===== src/rtl/pm_acpi_pkg.sv =====
// Package: shared constants for the power-management event block.
// Assumes a 16-bit I/O address space and a 64-byte window.
package pm_acpi_pkg;
    localparam int STS_W   = 16;
    localparam int B_TMR   = 0;
    localparam int B_GLOCK = 5;
    localparam int B_PWR   = 8;
    localparam int B_RTC   = 10;
    localparam int B_WAKE  = 15;

    localparam logic [STS_W-1:0] SCI_SRC  = (16'd1 << B_TMR) | (16'd1 << B_GLOCK)
                                          | (16'd1 << B_PWR) | (16'd1 << B_RTC);
    localparam logic [STS_W-1:0] STS_IMPL = SCI_SRC | (16'd1 << B_WAKE);

    localparam logic [5:0] OFF_STS = 6'h00;
    localparam logic [5:0] OFF_EN  = 6'h02;
    localparam logic [5:0] OFF_TMR = 6'h08;

    typedef enum logic [1:0] {SEL_NONE, SEL_STS, SEL_EN, SEL_TMR} reg_sel_e;
endpackage


===== src/rtl/pm_win_decode.sv =====
// Window decoder: matches the I/O address against a base masked to the
// window size and picks the register selected by the offset.
// Assumes WIN_LOG is 6 so that the register offsets fit the window.
module pm_win_decode
    import pm_acpi_pkg::*;
#(
    parameter int AW      = 16,
    parameter int WIN_LOG = 6
) (
    input  logic [AW-1:0] io_addr,
    input  logic [31:0]   cfg_base,
    input  logic          win_en,
    output logic          in_win,
    output reg_sel_e      sel
);
    localparam int TAG_W = AW - WIN_LOG;

    logic [WIN_LOG-1:0] off;

    // Window hit from the upper address bits against the aligned base.
    always_comb begin
        in_win = win_en && (io_addr[AW-1:WIN_LOG] == cfg_base[AW-1:WIN_LOG]);
    end

    // Offset to register selection.
    always_comb begin
        off = io_addr[WIN_LOG-1:0];
        if (off == OFF_STS[WIN_LOG-1:0])      sel = SEL_STS;
        else if (off == OFF_EN[WIN_LOG-1:0])  sel = SEL_EN;
        else if (off == OFF_TMR[WIN_LOG-1:0]) sel = SEL_TMR;
        else                                  sel = SEL_NONE;
    end

    logic [TAG_W-1:0] unused_tag;
    assign unused_tag = '0;
endmodule


===== src/rtl/pm_timer.sv =====
// Free-running power-management timer; flags the cycle in which its MSB
// will change at the coming edge. Assumes TMR_W >= 2.
module pm_timer #(
    parameter int TMR_W = 24
) (
    input  logic             clk,
    input  logic             rst_n,
    output logic [TMR_W-1:0] cnt,
    output logic             msb_flip
);
    // Count every clock, wrap at the top.
    always_ff @(posedge clk) begin
        if (!rst_n) cnt <= '0;
        else        cnt <= cnt + 1'b1;
    end

    // Low bits all ones: the next increment carries into the MSB.
    always_comb begin
        msb_flip = &cnt[TMR_W-2:0];
    end

    p_tick_r6: assert property (@(posedge clk) disable iff (!rst_n)
        rst_n |=> (cnt - $past(cnt)) == TMR_W'(1));
endmodule


===== src/rtl/pm_evt_regs.sv =====
// Event status (write-one-to-clear, set wins) and enable registers with
// SCI and timer-arm generation. Assumes single-cycle event pulses.
module pm_evt_regs
    import pm_acpi_pkg::*;
(
    input  logic             clk,
    input  logic             rst_n,
    input  logic             wr_sts,
    input  logic             wr_en,
    input  logic [STS_W-1:0] wdata,
    input  logic             tmr_flip,
    input  logic             ev_rtc,
    input  logic             ev_pwrbtn,
    input  logic             ev_glock,
    input  logic             ev_wake,
    output logic [STS_W-1:0] sts_q,
    output logic [STS_W-1:0] en_q,
    output logic             sci,
    output logic             tmr_armed
);
    logic [STS_W-1:0] set_vec;
    logic [STS_W-1:0] clr_vec;

    // Gather event pulses into their status positions.
    always_comb begin
        set_vec          = '0;
        set_vec[B_TMR]   = tmr_flip;
        set_vec[B_GLOCK] = ev_glock;
        set_vec[B_PWR]   = ev_pwrbtn;
        set_vec[B_RTC]   = ev_rtc;
        set_vec[B_WAKE]  = ev_wake;
        clr_vec          = wr_sts ? wdata : '0;
    end

    // Status update: clear first, then set, so a same-cycle event survives.
    always_ff @(posedge clk) begin
        if (!rst_n) sts_q <= '0;
        else        sts_q <= ((sts_q & ~clr_vec) | set_vec) & STS_IMPL;
    end

    // Enable register load.
    always_ff @(posedge clk) begin
        if (!rst_n)     en_q <= '0;
        else if (wr_en) en_q <= wdata;
    end

    // Interrupt level and timer arm state from registered values.
    always_comb begin
        sci       = |(sts_q & en_q & SCI_SRC);
        tmr_armed = en_q[B_TMR] & ~sts_q[B_TMR];
    end

    p_w1c_r4: assert property (@(posedge clk) disable iff (!rst_n)
        (wr_sts && wdata[B_RTC] && !ev_rtc) |=> !sts_q[B_RTC]);
    p_setwins_r9: assert property (@(posedge clk) disable iff (!rst_n)
        ev_pwrbtn |=> sts_q[B_PWR]);
    p_sci_cause_r8: assert property (@(posedge clk) disable iff (!rst_n)
        $rose(sci) |-> $past((|set_vec) || wr_en));
endmodule


===== src/rtl/pm_acpi_evt.sv =====
// Top: power-management event block in a relocatable 64-byte I/O window.
// Assumes single-cycle I/O accesses and TMR_W <= 32.
module pm_acpi_evt
    import pm_acpi_pkg::*;
#(
    parameter int TMR_W = 24
) (
    input  logic        clk,
    input  logic        rst_n,
    input  logic [31:0] cfg_base,
    input  logic [7:0]  cfg_ctl,
    input  logic [15:0] io_addr,
    input  logic        io_rd,
    input  logic        io_wr,
    input  logic [31:0] io_wdata,
    output logic [31:0] io_rdata,
    output logic        io_claim,
    input  logic        ev_rtc,
    input  logic        ev_pwrbtn,
    input  logic        ev_glock,
    input  logic        ev_wake,
    output logic        sci,
    output logic        tmr_armed
);
    localparam int AW      = 16;
    localparam int WIN_LOG = 6;

    logic             in_win;
    reg_sel_e         sel;
    logic [TMR_W-1:0] tmr_cnt;
    logic             tmr_flip;
    logic [STS_W-1:0] sts_w;
    logic [STS_W-1:0] en_w;
    logic             wr_sts;
    logic             wr_en;

    pm_win_decode #(.AW(AW), .WIN_LOG(WIN_LOG)) u_dec (
        .io_addr (io_addr),
        .cfg_base(cfg_base),
        .win_en  (cfg_ctl[0]),
        .in_win  (in_win),
        .sel     (sel)
    );

    pm_timer #(.TMR_W(TMR_W)) u_tmr (
        .clk     (clk),
        .rst_n   (rst_n),
        .cnt     (tmr_cnt),
        .msb_flip(tmr_flip)
    );

    // Write strobes for the two writable registers.
    always_comb begin
        wr_sts = io_wr && in_win && (sel == SEL_STS);
        wr_en  = io_wr && in_win && (sel == SEL_EN);
    end

    pm_evt_regs u_regs (
        .clk      (clk),
        .rst_n    (rst_n),
        .wr_sts   (wr_sts),
        .wr_en    (wr_en),
        .wdata    (io_wdata[STS_W-1:0]),
        .tmr_flip (tmr_flip),
        .ev_rtc   (ev_rtc),
        .ev_pwrbtn(ev_pwrbtn),
        .ev_glock (ev_glock),
        .ev_wake  (ev_wake),
        .sts_q    (sts_w),
        .en_q     (en_w),
        .sci      (sci),
        .tmr_armed(tmr_armed)
    );

    // Claim and read-data multiplexer.
    always_comb begin
        io_claim = (io_rd || io_wr) && in_win;
        io_rdata = '0;
        if (io_rd && in_win) begin
            case (sel)
                SEL_STS: io_rdata[STS_W-1:0] = sts_w;
                SEL_EN:  io_rdata[STS_W-1:0] = en_w;
                SEL_TMR: io_rdata[TMR_W-1:0] = tmr_cnt;
                default: io_rdata = '0;
            endcase
        end
    end

    p_win_off_r2: assert property (@(posedge clk) disable iff (!rst_n)
        (rst_n && !cfg_ctl[0]) |=> $stable(en_w));
endmodule


===== config.mk =====
export PLATFORM = sky130hd
export DESIGN_NAME = pm_acpi_evt
export DESIGN_NICKNAME = d
export VERILOG_FILES = /design/src/rtl/pm_acpi_pkg.sv /design/src/rtl/pm_win_decode.sv /design/src/rtl/pm_timer.sv /design/src/rtl/pm_evt_regs.sv /design/src/rtl/pm_acpi_evt.sv
export SDC_FILE = /design/constraint.sdc
export NUM_CORES = 1
export LEC_CHECK = 0
export ABC_AREA = 1
export BUFFER_PORTS_ARGS = -buffer_cell sky130_fd_sc_hd__buf_2
export CORE_MARGIN = 1
export CORE_UTILIZATION = 46
export CTS_CLUSTER_DIAMETER = 80
export DETAILED_ROUTE_END_ITERATION = 8
export PLACE_DENSITY = 0.9
export SETUP_SLACK_MARGIN = 0.02
export SKIP_LAST_GASP = 1
export SLEW_MARGIN = 20
export SYNTH_ARGS = -nofsm -noshare
export SYNTH_HDL_FRONTEND = slang
export SYNTH_SLANG_ARGS = --single-unit

===== constraint.sdc =====
create_clock -name clk -period 2 [get_ports clk]
set_input_delay 0 -clock clk [delete_from_list [all_inputs] [get_ports clk]]
set_output_delay 0 -clock clk [all_outputs]
set_load 0.005 [all_outputs]

==> reports/metrics.yaml <==
die_h_um: 78.5
die_area_um2: 6160
status: "finished, violations left"
synth_ff_type: "dfxtp_1"
fill_cells: 516
path_delay_family: "simple AND/OR/NAND/NOR gates"
cp-end-kind: "register"
rr_worst_depth: 10
syn_to_final_growth_pct: 23.3
fmax_mhz: 563
maxCapViolCount: 0
synth_top_area_share_pct: 33.5
grt_pass1_vias: 2863
whs_endpoint: "u_regs.en_q[4]"
grt_pass1_wl_um: 12500
avgSynthCellArea_um2: 6.44
syn_inst: 418
wirelength_um: 7320
cts_setup_buffers: 0
min_period_ns: 1.78
slew_headroom_pct: 49.4
min_path_type: "in2reg"
coreArea_um2: 5570
finalHoldViolations: 3
cts_made_buffers: 5
r2r-end: "u_tmr.cnt[20]"
final_antenna_net_count: 0
synth-seq-cells: 45
htree_levels: 2
crit_slowest_cell: "dfxtp_1"
vias: 3006
ys_seq_area_share_pct: 33.5
yosysWarnings: 0
grt_util_all_layers_pct: 25.4
drtIter0Drc: 292
synth_top_area_cell: "dfxtp_1"
tns_ns: 0
pre_cts_slack_ns: 0.274
root_buffer: "clkbuf_8"
required_ns: 2.19
grt_max_degree: 33
critical_path.max_stage_delay_ns: 0.40
vdd_ir_drop_max_mv: 0.271
wl_per_cell_um: 12.7
clk_latency_ns: 0.30
dieWidth_um: 78.5
antenna_found_initial: 0
fin_ws_ns: 0.222
drc_errors: 0
crit_fanout: 5
seq_area_um2: 901
power_uw: 1770
yosysUniqueCellTypes: 33
cts_hold_buf: 8
diodes: 0
cts_sinks: 45
min_period_over_period_pct: 88.9
hold_start: "io_wdata[4]"
drive_gt1_share_pct: 20.8
p_per_area_nw_per_um2: 533
synthTopCellsByArea: "dfxtp_1 (33%), inv_1 (12%), nand2_1 (8.7%)"
netlist_top_cells_count: "inv_1 (89), nand2_1 (62), nor2_1 (49), dfxtp_1 (45), a21oi_1 (42)"
io_pins: 131
worst_slew_pin_slew_ns: 0.757
rows: 27
clk_path_buf_depth: 2
clkTransAtPathRegs_ns: 0.08
violations: "negative hold slack"
hold_depth: 3
via_per_inst: 5.22
rsz0062_at_grt: "no"
synth_most_common_cell: "inv_1"
start_kind: "register"
skew_ns: 0.00634
first_pass_iters: 4
multiInputGateArea_um2: 1360
overflow: 0
worst-path-buf-inv: 1
finalMaxSlewViolations: 0
setup_violations: 0
cts_tree: "done"
synthArstFlopShare_pct: 0
netlist_area_um2: 2690
final_nets: 601
gp_congestion: 0.899
hold-worst-slack_ns: -0.00788
port_buffers: 77
critPathArrivalTime_ns: 1.97
r2r_start: "u_tmr.cnt[1]"
start_util_pct: 48.3
cp_cell_sequence: "ha_1, nand2_1, inv_1, nand4_4, nor2_4, nand3_4, nor2_4, nand2_1, o21ai_0, nor2_1"
crit_type: "reg2reg"
dp_hpwl_um: 5460
synth_edf_count: 0
cts_resized: 0
leakage_uw: 0.00147
reg2reg_slack_ns: 0.22
[registers in the layout (all words and copies together) (netlist names)]
| name | count |
|---|---|
| u_regs.en_q | 16 |
| u_tmr.cnt | 24 |
| u_regs.sts_q | 5 |
[cells by family after synthesis]
| logic type | count (synthesis) | share of synthesized area [%] |
|---|---|---|
| AOI/OAI and AO/OA | 98 | 20.2 |
| xor gates and xnor gates | 4 | 1.30 |
| adders and majority gates | 1 | 0.465 |
| buffers and inverters | 112 | 16.8 |
| DFF | 45 | 33.5 |
| other | 1 | 0.139 |
| and+or+nand+nor | 157 | 27.6 |
[cell usage in the layout, fill, tap and decap left out, drive strengths merged]
| master | netlist | layout |
|---|---|---|
| nand4 | 7 | 7 |
| o211ai | 1 | 1 |
| xnor2 | 2 | 2 |
| clkinv | 1 | 2 |
| and3 | 1 | 1 |
| ha | 1 | 1 |
| o21ai | 28 | 28 |
| bufinv | 0 | 1 |
| buf | 9 | 83 |
| nor3 | 19 | 19 |
| a211oi | 4 | 4 |
| nand3b | 2 | 2 |
| nand2 | 63 | 63 |
| nor2 | 51 | 51 |
| o21bai | 5 | 5 |
| nand3 | 13 | 13 |
| o22ai | 17 | 17 |
| nor4 | 1 | 1 |
| dfxtp | 45 | 45 |
| inv | 92 | 92 |
| conb | 1 | 8 |
| dlygate4sd3 | 0 | 8 |
| a21oi | 42 | 42 |
| o21a | 1 | 1 |
| xor2 | 2 | 2 |
| clkbuf | 10 | 5 |
[where the power goes]
group | switching (µW) | internal [µW]
clock | 305 | 363
combinational | 99.9 | 85.1
sequential | 8.29 | 906
total | 413 | 1350
[worst min-delay path, cell delays in order]
cell	delay, ns
buf_2	0.07
o21ai_0	0.08
a21oi_1	0.11
[layer usage]
layer	global-route usage, %	part of all wire, %	wire, µm	vias up
met1	30.7	43	3160	1377
met2	43.7	48	3490	107
met5	0	0	0	-
li1	-	-	-	1492
met4	13.7	3.6	263	0
met3	3.26	5.6	408	30
[area by class of cell]
class | instances | share of cell area (%)
sequential | 45 | 27.1
multi-input combinational | 268 | 41.1
tap | 72 | 2.71
inverter | 93 | 10.5
clock inverter | 2 | 1.06
clock buffer | 5 | 2.07
timing repair buffer | 91 | 15.4
[per-stage QoR]
step / cells / hold WS, ns / cell area, µm² / utilization (%)
CTS: 576 / 0.000718 / 3320 / 59.5
finish: 576 / -0.00788 / 3320 / 59.5
global placement: 561 / 0.242 / 3130 / 56.2
detailed placement: 561 / 0.244 / 3130 / 56.2
floorplan: 425 / 0.0962 / 2720 / -
global route: 576 / 0.0251 / 3320 / 59.5
[worst max path at each step]
stage | end | slack, ns | start | cells past startpoint
5_1_grt | u_tmr.cnt[20] | 0.07 | u_tmr.cnt[1] | 10
4_1_cts | u_tmr.cnt[20] | 0.24 | u_tmr.cnt[1] | 10
6_report | u_tmr.cnt[20] | 0.22 | u_tmr.cnt[1] | 10
3_5_place_dp | u_tmr.cnt[20] | 0.27 | u_tmr.cnt[0] | 10
3_3_place_gp | u_tmr.cnt[20] | 0.37 | u_tmr.cnt[0] | 10
2_1_floorplan | u_tmr.cnt[20] | 0.49 | u_tmr.cnt[0] | 10
Note: power is estimated with default switching activity, not from simulation.
